<file path="config.mk">
export PLATFORM = sky130hd
export DESIGN_NAME = rxbuf_ctrl
export DESIGN_NICKNAME = d
export VERILOG_FILES = /design/src/rtl/rxbuf_pkg.sv /design/src/rtl/rxbuf_frame_fsm.sv /design/src/rtl/rxbuf_wr_port.sv /design/src/rtl/rxbuf_status.sv /design/src/rtl/rxbuf_ctrl.sv
export SDC_FILE = /design/constraint.sdc
export NUM_CORES = 1
export LEC_CHECK = 0
export BUFFER_PORTS_ARGS = -buffer_cell sky130_fd_sc_hd__buf_2
export CORE_UTILIZATION = 41
export CTS_CLUSTER_DIAMETER = 30
export DETAILED_ROUTE_END_ITERATION = 8
export GPL_TIMING_DRIVEN = 0
export SETUP_SLACK_MARGIN = 0.4
export SLEW_MARGIN = 20
export SYNTH_ARGS = -nofsm -noshare
export SYNTH_HDL_FRONTEND = slang
export SYNTH_HIERARCHICAL = 1
export SYNTH_SLANG_ARGS = --single-unit
</file>
<file path="constraint.sdc">
create_clock -name clk -period 2.98 [get_ports clk]
set_clock_uncertainty 0.2 [all_clocks]
set_input_delay 0.447 -clock clk [delete_from_list [all_inputs] [get_ports clk]]
set_output_delay 0.447 -clock clk [all_outputs]
set_load 0.05 [all_outputs]
</file>
<file path="src/rtl/rxbuf_pkg.sv">
package rxbuf_pkg;
  localparam int OFF_W = 9;   // offset within a 512-byte window
  localparam int LEN_W = 10;  // message length up to 512

  typedef enum logic [1:0] {
    FS_IDLE,
    FS_HDR,
    FS_DATA,
    FS_DROP
  } fstate_t;
endpackage

</file>
<file path="src/rtl/rxbuf_frame_fsm.sv">
module rxbuf_frame_fsm
  import rxbuf_pkg::*;
(
  input  logic             clk,
  input  logic             rst_n,
  input  logic             inhibit,
  input  logic             long_en,
  input  logic             rx_start,
  input  logic             rx_valid,
  input  logic [7:0]       rx_data,
  input  logic             rx_end,
  input  logic             rx_good,
  output logic             start_ok,
  output logic             wr_fire,
  output logic [OFF_W-1:0] wr_off,
  output logic [7:0]       wr_data,
  output logic             frame_ok,
  output logic [LEN_W-1:0] len_q,
  output logic             long_q
);
  fstate_t          state_q, state_d;
  logic [1:0]       idx_q, idx_d;
  logic [OFF_W-1:0] ptr_q, ptr_d;
  logic [LEN_W-1:0] rem_q, rem_d;
  logic [LEN_W-1:0] len_d;
  logic             long_d;
  logic [LEN_W-1:0] byte_ext;

  assign byte_ext = LEN_W'(rx_data);
  assign wr_data  = rx_data;

  always_comb begin
    state_d  = state_q;
    idx_d    = idx_q;
    ptr_d    = ptr_q;
    rem_d    = rem_q;
    len_d    = len_q;
    long_d   = long_q;
    start_ok = 1'b0;
    wr_fire  = 1'b0;
    wr_off   = '0;
    frame_ok = 1'b0;
    if (rx_start) begin
      if (!inhibit) begin
        state_d  = FS_HDR;
        idx_d    = 2'd0;
        start_ok = 1'b1;
      end else begin
        state_d = FS_IDLE;
      end
    end else if (rx_end) begin
      if ((state_q == FS_DATA) && (rem_q == '0) && rx_good) begin
        frame_ok = 1'b1;
      end
      state_d = FS_IDLE;
    end else if (rx_valid) begin
      case (state_q)
        FS_HDR: begin
          wr_fire = 1'b1;
          wr_off  = OFF_W'(idx_q);
          if (idx_q < 2'd2) begin
            idx_d = idx_q + 2'd1;
          end else if (idx_q == 2'd2) begin
            if (rx_data != 8'h00) begin
              len_d   = LEN_W'(256) - byte_ext;
              rem_d   = LEN_W'(256) - byte_ext;
              ptr_d   = OFF_W'(rx_data);
              long_d  = 1'b0;
              state_d = FS_DATA;
            end else if (long_en) begin
              idx_d = 2'd3;
            end else begin
              state_d = FS_DROP;
            end
          end else begin
            len_d   = LEN_W'(512) - byte_ext;
            rem_d   = LEN_W'(512) - byte_ext;
            ptr_d   = OFF_W'(rx_data);
            long_d  = 1'b1;
            state_d = FS_DATA;
          end
        end
        FS_DATA: begin
          if (rem_q != '0) begin
            wr_fire = 1'b1;
            wr_off  = ptr_q;
            ptr_d   = ptr_q + OFF_W'(1);
            rem_d   = rem_q - LEN_W'(1);
          end else begin
            state_d = FS_DROP;
          end
        end
        default: ;
      endcase
    end
  end

  always_ff @(posedge clk or negedge rst_n) begin
    if (!rst_n) begin
      state_q <= FS_IDLE;
      idx_q   <= 2'd0;
      ptr_q   <= '0;
      rem_q   <= '0;
      len_q   <= '0;
      long_q  <= 1'b0;
    end else begin
      state_q <= state_d;
      idx_q   <= idx_d;
      ptr_q   <= ptr_d;
      rem_q   <= rem_d;
      len_q   <= len_d;
      long_q  <= long_d;
    end
  end


  inhibit_gate_chk: assert property (@(posedge clk) disable iff (!rst_n)
    (rx_start && inhibit) |=> (state_q == FS_IDLE));


  no_excess_write_chk: assert property (@(posedge clk) disable iff (!rst_n)
    ((state_q == FS_DATA) && (rem_q == '0)) |-> !wr_fire);


  restart_chk: assert property (@(posedge clk) disable iff (!rst_n)
    start_ok |=> ((state_q == FS_HDR) && (idx_q == 2'd0)));


  done_needs_data_chk: assert property (@(posedge clk) disable iff (!rst_n)
    frame_ok |-> (state_q == FS_DATA));
endmodule

</file>
<file path="src/rtl/rxbuf_wr_port.sv">
module rxbuf_wr_port
  import rxbuf_pkg::*;
#(
  parameter int RAM_AW = 11,
  localparam int PG_W = RAM_AW - 8
) (
  input  logic              clk,
  input  logic              rst_n,
  input  logic              start_ok,
  input  logic [PG_W-1:0]   page,
  input  logic              wr_fire,
  input  logic [OFF_W-1:0]  wr_off,
  input  logic [7:0]        wr_data,
  output logic              ram_we,
  output logic [RAM_AW-1:0] ram_addr,
  output logic [7:0]        ram_wdata
);
  logic [PG_W-1:0]   fpage_q, fpage_d;
  logic [RAM_AW-1:0] base;
  logic [RAM_AW-1:0] addr_d, addr_q;
  logic [7:0]        data_d, data_q;
  logic              we_q;

  assign base    = {fpage_q, 8'h00};
  assign fpage_d = start_ok ? page : fpage_q;
  assign addr_d  = wr_fire ? (base + RAM_AW'(wr_off)) : addr_q;
  assign data_d  = wr_fire ? wr_data : data_q;

  always_ff @(posedge clk or negedge rst_n) begin
    if (!rst_n) begin
      fpage_q <= '0;
      addr_q  <= '0;
      data_q  <= '0;
      we_q    <= 1'b0;
    end else begin
      fpage_q <= fpage_d;
      addr_q  <= addr_d;
      data_q  <= data_d;
      we_q    <= wr_fire;
    end
  end

  assign ram_we    = we_q;
  assign ram_addr  = addr_q;
  assign ram_wdata = data_q;


  wr_follow_chk: assert property (@(posedge clk) disable iff (!rst_n)
    wr_fire |=> (ram_we && (ram_wdata == $past(wr_data))));
endmodule

</file>
<file path="src/rtl/rxbuf_status.sv">
module rxbuf_status #(
  parameter int PG_W = 3
) (
  input  logic            clk,
  input  logic            rst_n,
  input  logic            cmd_rx_en,
  input  logic [PG_W-1:0] cmd_page,
  input  logic            frame_ok,
  input  logic            irq_mask,
  output logic            inhibit,
  output logic [PG_W-1:0] page,
  output logic            irq
);
  logic            inh_q, inh_d;
  logic [PG_W-1:0] page_q, page_d;

  always_comb begin
    inh_d  = inh_q;
    page_d = page_q;
    if (frame_ok) inh_d = 1'b1;
    if (cmd_rx_en) begin
      inh_d  = 1'b0;
      page_d = cmd_page;
    end
  end

  always_ff @(posedge clk or negedge rst_n) begin
    if (!rst_n) begin
      inh_q  <= 1'b1;
      page_q <= '0;
    end else begin
      inh_q  <= inh_d;
      page_q <= page_d;
    end
  end

  assign inhibit = inh_q;
  assign page    = page_q;
  assign irq     = inh_q & irq_mask;


  cmd_clear_chk: assert property (@(posedge clk) disable iff (!rst_n)
    cmd_rx_en |=> (!inh_q && (page_q == $past(cmd_page))));


  set_source_chk: assert property (@(posedge clk) disable iff (!rst_n)
    $rose(inh_q) |-> $past(frame_ok));


  cmd_wins_chk: assert property (@(posedge clk) disable iff (!rst_n)
    (cmd_rx_en && frame_ok) |=> !inh_q);
endmodule

</file>
<file path="src/rtl/rxbuf_ctrl.sv">
module rxbuf_ctrl
  import rxbuf_pkg::*;
#(
  parameter int RAM_AW = 11,
  localparam int PG_W = RAM_AW - 8
) (
  input  logic              clk,
  input  logic              rst_n,
  input  logic              cmd_rx_en,
  input  logic [PG_W-1:0]   cmd_page,
  input  logic              cfg_long_en,
  input  logic              irq_mask,
  input  logic              rx_start,
  input  logic              rx_valid,
  input  logic [7:0]        rx_data,
  input  logic              rx_end,
  input  logic              rx_good,
  output logic              ram_we,
  output logic [RAM_AW-1:0] ram_addr,
  output logic [7:0]        ram_wdata,
  output logic              rx_inhibit,
  output logic              irq,
  output logic [LEN_W-1:0]  msg_len,
  output logic              pkt_long
);
  logic             inhibit;
  logic [PG_W-1:0]  page;
  logic             start_ok;
  logic             wr_fire;
  logic [OFF_W-1:0] wr_off;
  logic [7:0]       wr_data;
  logic             frame_ok;

  rxbuf_status #(.PG_W(PG_W)) u_status (
    .clk       (clk),
    .rst_n     (rst_n),
    .cmd_rx_en (cmd_rx_en),
    .cmd_page  (cmd_page),
    .frame_ok  (frame_ok),
    .irq_mask  (irq_mask),
    .inhibit   (inhibit),
    .page      (page),
    .irq       (irq)
  );

  rxbuf_frame_fsm u_fsm (
    .clk      (clk),
    .rst_n    (rst_n),
    .inhibit  (inhibit),
    .long_en  (cfg_long_en),
    .rx_start (rx_start),
    .rx_valid (rx_valid),
    .rx_data  (rx_data),
    .rx_end   (rx_end),
    .rx_good  (rx_good),
    .start_ok (start_ok),
    .wr_fire  (wr_fire),
    .wr_off   (wr_off),
    .wr_data  (wr_data),
    .frame_ok (frame_ok),
    .len_q    (msg_len),
    .long_q   (pkt_long)
  );

  rxbuf_wr_port #(.RAM_AW(RAM_AW)) u_wr (
    .clk       (clk),
    .rst_n     (rst_n),
    .start_ok  (start_ok),
    .page      (page),
    .wr_fire   (wr_fire),
    .wr_off    (wr_off),
    .wr_data   (wr_data),
    .ram_we    (ram_we),
    .ram_addr  (ram_addr),
    .ram_wdata (ram_wdata)
  );

  assign rx_inhibit = inhibit;


  no_write_idle_chk: assert property (@(posedge clk) disable iff (!rst_n)
    ($past(inhibit) && $past(rx_start)) |-> !ram_we);
endmodule

</file>
# Word level (Yosys, flattened, before mapping)
# Index checks and enable logic that the tools add are counted.
# totals
reg_bits,61
inputBits,20
out_inout_bits,33
word_cells,101
# classes
n_addsub,6
magnitude_cmp,1
eq_ne,13
muxes,48
n_bitwise,4
reduce_logical,17
# op_table
op,count
2-to-1 mux 9 bit,8
2-to-1 mux 10 bit,4
case mux 9 bit (2 select lines),2
2-to-1 mux 2 bit,17
case mux 10 bit (2 select lines),1
2-to-1 mux 1 bit,14
AND reduction 7 bit,2
adder 11 x 9 -> 11 bit,1
zero test 10 bit,1
inequality test 2 bit (second input constant),5
nonzero test 10 bit,1
subtractor 10 x 1 -> 10 bit (second input constant),1
subtractor 10 x 8 -> 10 bit (first input constant),1
subtractor 9 x 8 -> 10 bit (first input constant),1
adder 9 x 1 -> 9 bit (second input constant),1
nonzero test 3 bit,3
inequality test 4 bit (second input constant),2
nonzero test 2 bit,4
nonzero test 8 bit,1
inequality test 6 bit (second input constant),1
AND reduction 6 bit,1
AND reduction 5 bit,1
equality test 2 bit (second input constant),2
case mux 2 bit (2 select lines),1
other kinds (10),13

# Logic depth before layout (Yosys ltp)
# Gate-level depths: netlist (run 1).
# logic_depth
word_depth,8
ltp_mapped,10

# Hierarchy
# Netlist (run 1), hierarchy kept.
# modules_own_cells
module,instances,cells_each,area_per_inst_um2,seq_area_each_um2
rxbuf_frame_fsm,1,271,2285.9,850.8
rxbuf_wr_port,1,51,944.7,575.6
rxbuf_status,1,9,151.4,101.3

# Worst setup path after synthesis (run 1)
# Ideal clock, no wire load.
# synth_timing
kind,register to register
startpoint,register u_fsm.rem_q[0]
endpoint,"register u_wr.addr_q[9], in the netlist u_wr/ram_addr[9]"
t_arrival_ns,2.555
required_ns,2.655
setup_slack_ns,0.100
stages_incl_launch_ff,10
period_less_slack_ns,2.880
path_cell_list,dfrtp_1 inv_1 ha_1 or4b_2 o31a_1 and3_1 and2_1 ha_1 ha_1 mux2_4
# synth_via
elab_chain_len,7
word_cells_on_any_way,12
# synth_lines
item,line_no,text
"start, declared",rxbuf_frame_fsm.sv:24,"logic [LEN_W-1:0] rem_q, rem_d;"
"start signal, assigned",rxbuf_frame_fsm.sv:110,rem_q <= rem_d;
nonzero test 10 bit,rxbuf_frame_fsm.sv:84,if (rem_q != '0) begin
2-to-1 mux 9 bit,rxbuf_frame_fsm.sv:84,
case mux 9 bit (2 select lines),rxbuf_frame_fsm.sv:57,case (state_q)
2-to-1 mux 9 bit,rxbuf_frame_fsm.sv:56,end else if (rx_valid) begin
2-to-1 mux 9 bit,rxbuf_frame_fsm.sv:51,end else if (rx_end) begin
2-to-1 mux 9 bit,rxbuf_frame_fsm.sv:43,if (rx_start) begin
named net wr_off[8],rxbuf_ctrl.sv:30,logic [OFF_W-1:0] wr_off;
adder 11 x 9 -> 11 bit,rxbuf_wr_port.sv:26,assign addr_d = wr_fire ? (base + RAM_AW'(wr_off)) : addr_q;
"end signal, assigned",rxbuf_wr_port.sv:37,addr_q <= addr_d;
"end, declared",rxbuf_wr_port.sv:20,"logic [RAM_AW-1:0] addr_d, addr_q;"
# The timed path passes the listed nets, and every way through them passes these cells.
# A chain may end at the register's enable or synchronous reset.

# Final worst setup path (run 1)
# layout_timing
startpoint,register u_fsm.rem_q[1]
endpoint,"register u_wr.addr_q[9], in the netlist u_wr/ram_addr[9]"
# The elaborated chain is that of the path after synthesis.

==> impl_metrics.csv, run 1 <==
group,metric,value,unit
layout,layout_commonest_cell,"dfrtp_1",
layout,syn2layout_area_growth,27.9,%
global_routing,grt_max_degree,51,
floorplan,die_h,92.8,um
critical_path,cpPeakStageDelay,0.47,ns
routing,vias_per_cell,5.75,
floorplan,die_x,92.8,um
min_path,hold_end,"u_wr/ram_wdata[4]",
clocking,cts_tree,"built",
layout,layout.nets,438,
critical_path,cp.arrival,2.70,ns
sta,fin_tns_setup,0,ns
critical_path,reg2reg_to,"u_wr/ram_addr[9]",
floorplan,initial_core_util,0.431,
synth,synth_edf_count,0,
clocking,clock_latency,0.35,ns
layout,drive_gt1_frac,0.390,
clocking,cts_made_buffers,9,
sta,fmax,374,MHz
global_routing,grt_pass1_wl,14300,um
sta,grt_setup_unrepaired,"yes",
global_routing,grtUsageTotal,0.218,
synth,synth_flop_cell,"dfrtp_1",
critical_path,r2r.worst_path.cells,9,
synth,synthDistinctLibCells,58,
pwr,cellLeakagePower,1.97,nW
outcome,outcome,"finished, final reports clean",
routing,drt-total-wl,9130,um
layout,insertedDiodeCount,0,
layout,post-route-util,0.551,
routing,avgRoutedWirePerCell,17.7,um
synth,syn_nets,360,
sta,period_share,0.898,
placement,hpwlAfterDp,6040,um
floorplan,ios,53,
global_routing,grt.overflow.total,0,
clocking,cts_root_buf,"clkbuf_8",
routing,drc,0,
min_path,holdPathStages,2,
pwr,peakVddDrop,0.403,mV
synth,synth_warnings,6,
routing,postRouteAntennaNets,0,
floorplan,fp.coreArea,7850,sq um
sta,holdWs,0.132,ns
sta,slew_headroom,0.520,
critical_path,worstPathRequired,3.01,ns
critical_path,timing.rr.start,"u_fsm/rem_q[1]",
pwr,power.density,530,nW/um^2
critical_path,cpMostUsedCell,"ha_4",
min_path,holdCritPathClass,"in2reg",
critical_path,path_max_fanout,3,
floorplan,placementRows,32,
placement,pre_cts_slack,-0.197,ns
synth,synthesis.area,3380,sq um
sta,slew_violations,0,
synth,post_synth.cell_area_avg,10.2,sq um
synth,synthCells,331,
synth,synthArstFlopShare,1.00,
global_routing,antenna_found_initial,0,
placement,numPortBuffers,51,
synth,synth_seq_cells,61,
clocking,cts.sinks,61,
routing,dr_total_vias,2963,
global_routing,grt_pass1_vias,2816,
clocking,htree_levels,3,
clocking,clockBufferDepth,2,
critical_path,critical_path_class,"reg2reg",
placement,gp_congestion,0.853,
clocking,clk_pin_slew,0.07,ns
synth,yosysSeqAreaShare,0.452,
sta,tightest_slew,0.719,ns
routing,firstDrtPassIters,5,
critical_path,startpoint_type,"flop",
critical_path,r2r_setup_slack,0.31,ns
job,drv_cap,0,
critical_path,crit_path_top_delay_cell,"or4b_4",
critical_path,cp-end-kind,"flop",
sta,setup_viol,0,
layout,final_cell_mix,"dfrtp_1 (60), buf_2 (52), nand2_1 (31)",
critical_path,cp_cell_sequence,"inv_2, ha_4, or4b_4, o31a_1, and3_4, and2_4, ha_4, ha_4, mux2_4",
sta,setup_slack,0.305,ns
sta,hold_viol,0,
routing,drt_iter0_markers,271,
sta,min_period,2.67,ns
pwr,p_total,2.29,mW
floorplan,fp.dieArea,8620,sq um
min_path,min-delay-start,"rx_data[4]",
-- cells by family after synthesis --
logic type / synth area share
multiplexers: 0.110
AO/OA/AOI/OAI: 0.151
AND/OR/NAND/NOR: 0.189
buffers and inverters: 0.0581
XOR/XNOR: 0.00777
adder cells (fa/ha/maj): 0.0333
flip-flops: 0.452
-- per-stage QoR --
| stage | std cells | area [sq um] |
|---|---|---|
| final | 515 | 4330 |
| after floorplan | 331 | 3430 |
| after CTS | 510 | 4150 |
| after global placement | 484 | 3810 |
| after detailed placement | 485 | 3840 |
| after global routing | 515 | 4330 |
-- how the worst max path moves through the flow --
stage	from	endpoint	slack [ns]	cells after the start
6_report	u_fsm/rem_q[1]	u_wr/ram_addr[9]	0.31	9
4_1_cts	u_fsm/rem_q[1]	u_wr/ram_addr[9]	0.33	9
3_3_place_gp	rx_data[0]	u_fsm/rem_q[8]	-0.13	11
5_1_grt	u_fsm/rem_q[1]	u_wr/ram_addr[9]	0.24	9
2_1_floorplan	u_fsm/rem_q[0]	u_wr/ram_addr[9]	0.30	9
3_5_place_dp	rx_data[0]	u_fsm/rem_q[8]	-0.20	11
-- where the power goes --
group	internal (mW)	total (mW)	switching, mW	leakage (nW)
logic	0.197	0.541	0.345	1.07
registers	0.915	0.978	0.0635	0.792
clock network	0.450	0.771	0.321	0.108
-- metal layers --
layer	GRT usage	wire, um
met5	0	0
met4	0.103	240
met3	0.0369	588
met2	0.337	4090
met1	0.295	4210
-- synth_stat cells, drive strengths merged, types with 2 or more instances --
cell    instances  area (sq um)
o31ai           7          52.6
o32ai           2          17.5
a31o            2          17.5
nand3          10          50.1
nor4            6          37.5
ha              9           113
a31oi           5          31.3
nand2b          3          18.8
xnor2           3          26.3
inv            12          45.0
or3             3          18.8
and2            7          43.8
and3            4          25.0
a21oi          14          70.1
mux2           26           360
o22a            4          35.0
buf            14           103
nand2          31           116
o41ai           2          17.5
nor3b           3          22.5
nor2           17          63.8
dfrtp          60          1500
o21ai          13          65.1
or4             5          37.5
nor3           10          50.1
a22oi           2          15.0
nor2b           3          18.8
a221oi          2          23.8
o211ai          2          15.0
a21o            2          15.0
clkbuf         13          48.8
nand4b          2          17.5
o21a            2          15.0
nand4           5          31.3
nand3b          2          15.0
or4b            3          30.0
a211oi          5          37.5
-- critical path: cells and delay by family, from the launching register on --
family          cells  cell delay, ns
simple gates        3            0.83
fa+ha+maj           3            0.47
flops               1            0.40
compound gates      1            0.32
mux                 1            0.25
buf+inv             1            0.09
-- layout make-up --
class | instances | area, sq um
flip-flops and latches | 61 | 1530
repair buffers | 67 | 408
fillers | 740 | 3520
multi-input cells | 231 | 1820
clock buffers | 12 | 165
clock inverters | 3 | 43.8
well taps | 102 | 128
inverters | 12 | 47.5
plain buffers | 27 | 183
-- state kept, by name (all words and copies together), names as in the netlist --
| signal | cells |
|---|---|
| u_fsm/len_q | 10 |
| u_status/page | 3 |
| u_fsm/rem_q | 10 |
| u_fsm/long_q | 1 |
| u_fsm/ptr_q | 9 |
| u_fsm/state_q | 2 |
| u_wr/ram_addr | 11 |
| u_wr/ram_wdata | 8 |
| u_wr/ram_we | 1 |
| u_status/inhibit | 1 |
| u_fsm/idx_q | 2 |
| u_wr/fpage_q | 3 |
-- repair_timing --
item	4_1_cts	5_1_grt
pin swaps	2	5
setup buffers	9	3
setup endpoints to repair	29	47
gates cloned	0	2
resized for setup	9	36
hold endpoints to repair	11	0
hold buffers	1	0
No activity file was read; power rests on OpenSTA's default activity.
==> run 2: changes to the inputs <==
- CORE_MARGIN: default -> 2
==> impl_metrics.csv, run 2 (synthesized netlist as in run 1, its figures left out) <==
group,metric,value,unit
layout,layout.nets,439,
sta,grt_setup_unrepaired,"yes",
critical_path,cp-end-kind,"flop",
layout,final_cells,519,
critical_path,cpPeakStageDelay,0.47,ns
pwr,power.density,531,nW/um^2
critical_path,cp_num_buf_inv,1,
outcome,outcome,"finished with violations",
routing,top_layer,"met4",
floorplan,fp.coreArea,8090,sq um
critical_path,critical_path_class,"reg2reg",
placement,placed_cells,487,
critical_path,path_max_fanout,2,
routing,met3_length,519,um
layout,insertedDiodeCount,0,
layout,final_cell_mix,"dfrtp_1 (60), buf_2 (51), nand2_1 (30)",
routing,postRouteAntennaNets,0,
global_routing,grt.overflow.total,0,
critical_path,cp_cell_sequence,"inv_2, ha_4, or4b_4, o31a_1, and3_4, and2_4, ha_4, ha_4, mux2_4",
clocking,cts.sinks,61,
critical_path,cp_top_family,"simple AND/OR/NAND/NOR gates",
layout,syn2layout_area_growth,26.3,%
critical_path,cpMostUsedCell,"ha_4",
pwr,p_clk_frac,0.334,
placement,gp_congestion,0.909,
pwr,cellLeakagePower,1.96,nW
routing,dr_total_vias,2922,
critical_path,crit_path_top_delay_cell,"or4b_4",
critical_path,cp.arrival,2.67,ns
pwr,peakVddDrop,0.207,mV
outcome,violations,"hold timing",
layout,fillers,782,
global_routing,grtUsageTotal,0.212,
clocking,clock_latency,0.34,ns
layout,layout_commonest_cell,"dfrtp_1",
job,drv_cap,0,
sta,setup_slack,0.331,ns
layout,drive_gt1_frac,0.382,
clocking,cts_root_buf,"clkbuf_8",
clocking,clockBufferDepth,2,
critical_path,startpoint_type,"flop",
clocking,cts_made_buffers,9,
pwr,p_total,2.27,mW
placement,numPortBuffers,51,
floorplan,die_x,94.8,um
sta,holdWs,-0.0120,ns
routing,vias_per_cell,5.63,
sta,period_share,0.889,
sta,slew_headroom,0.479,
sta,hold_viol,14,
routing,firstDrtPassIters,5,
clocking,htree_levels,3,
floorplan,initial_core_util,0.418,
critical_path,worstPathRequired,3.00,ns
floorplan,placementRows,33,
global_routing,grt_max_degree,62,
floorplan,fp.dieArea,8990,sq um
sta,fmax,378,MHz
routing,wl_met2,4510,um
clocking,cts_tree,"built",
routing,wl_met1,4100,um
pwr,internal-power,1.53,mW
sta,tightest_slew,0.781,ns
pwr,p_switching,0.738,mW
routing,drt-total-wl,9230,um
min_path,holdCritPathClass,"in2async",
layout,largest_register_ffs,11,
routing,drc,0,
global_routing,grt_pass1_vias,2838,
pwr,p_comb_frac,0.234,
pwr,swShare,0.326,
sta,slew_violations,0,
global_routing,antenna_found_initial,0,
placement,pre_cts_slack,-0.208,ns
pwr,power_frac_seq,0.432,
placement,hpwlAfterDp,6170,um
routing,drt_iter0_markers,207,
layout,design_area,4270,sq um
sta,setup_viol,0,
placement,placed_area,3820,sq um
sta,min_period,2.65,ns
floorplan,ios,53,
global_routing,grt_pass1_wl,14500,um
clocking,ctsHoldBuffers,0,
floorplan,die_h,94.8,um
routing,avgRoutedWirePerCell,17.8,um
clocking,clk_pin_slew,0.07,ns
==> run 2: cell types whose count changed in the layout (fill, tap and decap cells not counted), moves of 2 or more <==
cell	before	now
buf_4	22	25
clkbuf_8	13	11
clkbuf_2	1	3
nor2_4	3	1
a21oi_1	9	12
a21oi_2	4	2
==> run 2: cell type report <==
cell class	instances	area, sq um	share of cell area
multi-input cells	231	1780	0.417
flip-flops and latches	61	1530	0.358
repair buffers	68	395	0.0926
plain buffers	27	188	0.0439
clock buffers	11	151	0.0354
well taps	105	131	0.0308
clock inverters	4	47.5	0.0111
inverters	12	47.5	0.0111
==> run 2: routing by layer <==
layer | vias to the layer above | GRT usage
met5 | - | 0
met4 | 0 | 0.0640
met3 | 9 | 0.0471
met2 | 97 | 0.339
met1 | 1445 | 0.286
li1 | 1371 | -
==> run 2: worst paths after layout <==
check,start,end,slack (ns),cells past startpoint
max,u_fsm/rem_q[0],u_wr/ram_addr[9],0.33,9
min,rst_n,u_wr/ram_wdata[1],-0.01,1
max reg2reg,u_fsm/rem_q[0],u_wr/ram_addr[9],0.33,9
min reg2reg,u_fsm/len_q[4],u_fsm/len_q[4],0.27,2
max in group asynchronous,rst_n,u_fsm/ptr_q[7],2.08,1
min in group clk,rx_data[4],u_wr/ram_wdata[4],0.13,2
==> run 2: what timing repair did <==
action,in CTS,in global routing
pin swaps,6,3
setup endpoints to repair,32,33
setup buffers,10,6
gates cloned,0,1
resized for setup,12,21
==> run 2: power by group through the flow <==
stage	Combinational [mW]	Clock, mW	Sequential [mW]
3_3_place_gp	0.499	0	0.991
6_report	0.531	0.757	0.978
3_5_place_dp	0.505	0	0.994
5_1_grt	0.565	0.820	0.991
2_1_floorplan	0.180	0	1.18
4_1_cts	0.518	0.779	0.978
==> run 2: stage by stage <==
step | util | TNS (ns)
2_1_floorplan | - | 0
3_3_place_gp | 0.471 | -2.32
3_5_place_dp | 0.472 | -2.52
4_1_cts | 0.510 | 0
5_1_grt | 0.528 | 0
6_report | 0.528 | 0
==> run 2: worst register-to-register path: cells and delay by family (launching register included) <==
kind,cells,cell delay (ns)
mux,1,0.25
fa+ha+maj,3,0.47
compound gates,1,0.33
flops,1,0.40
simple gates,3,0.80
buf+inv,1,0.09
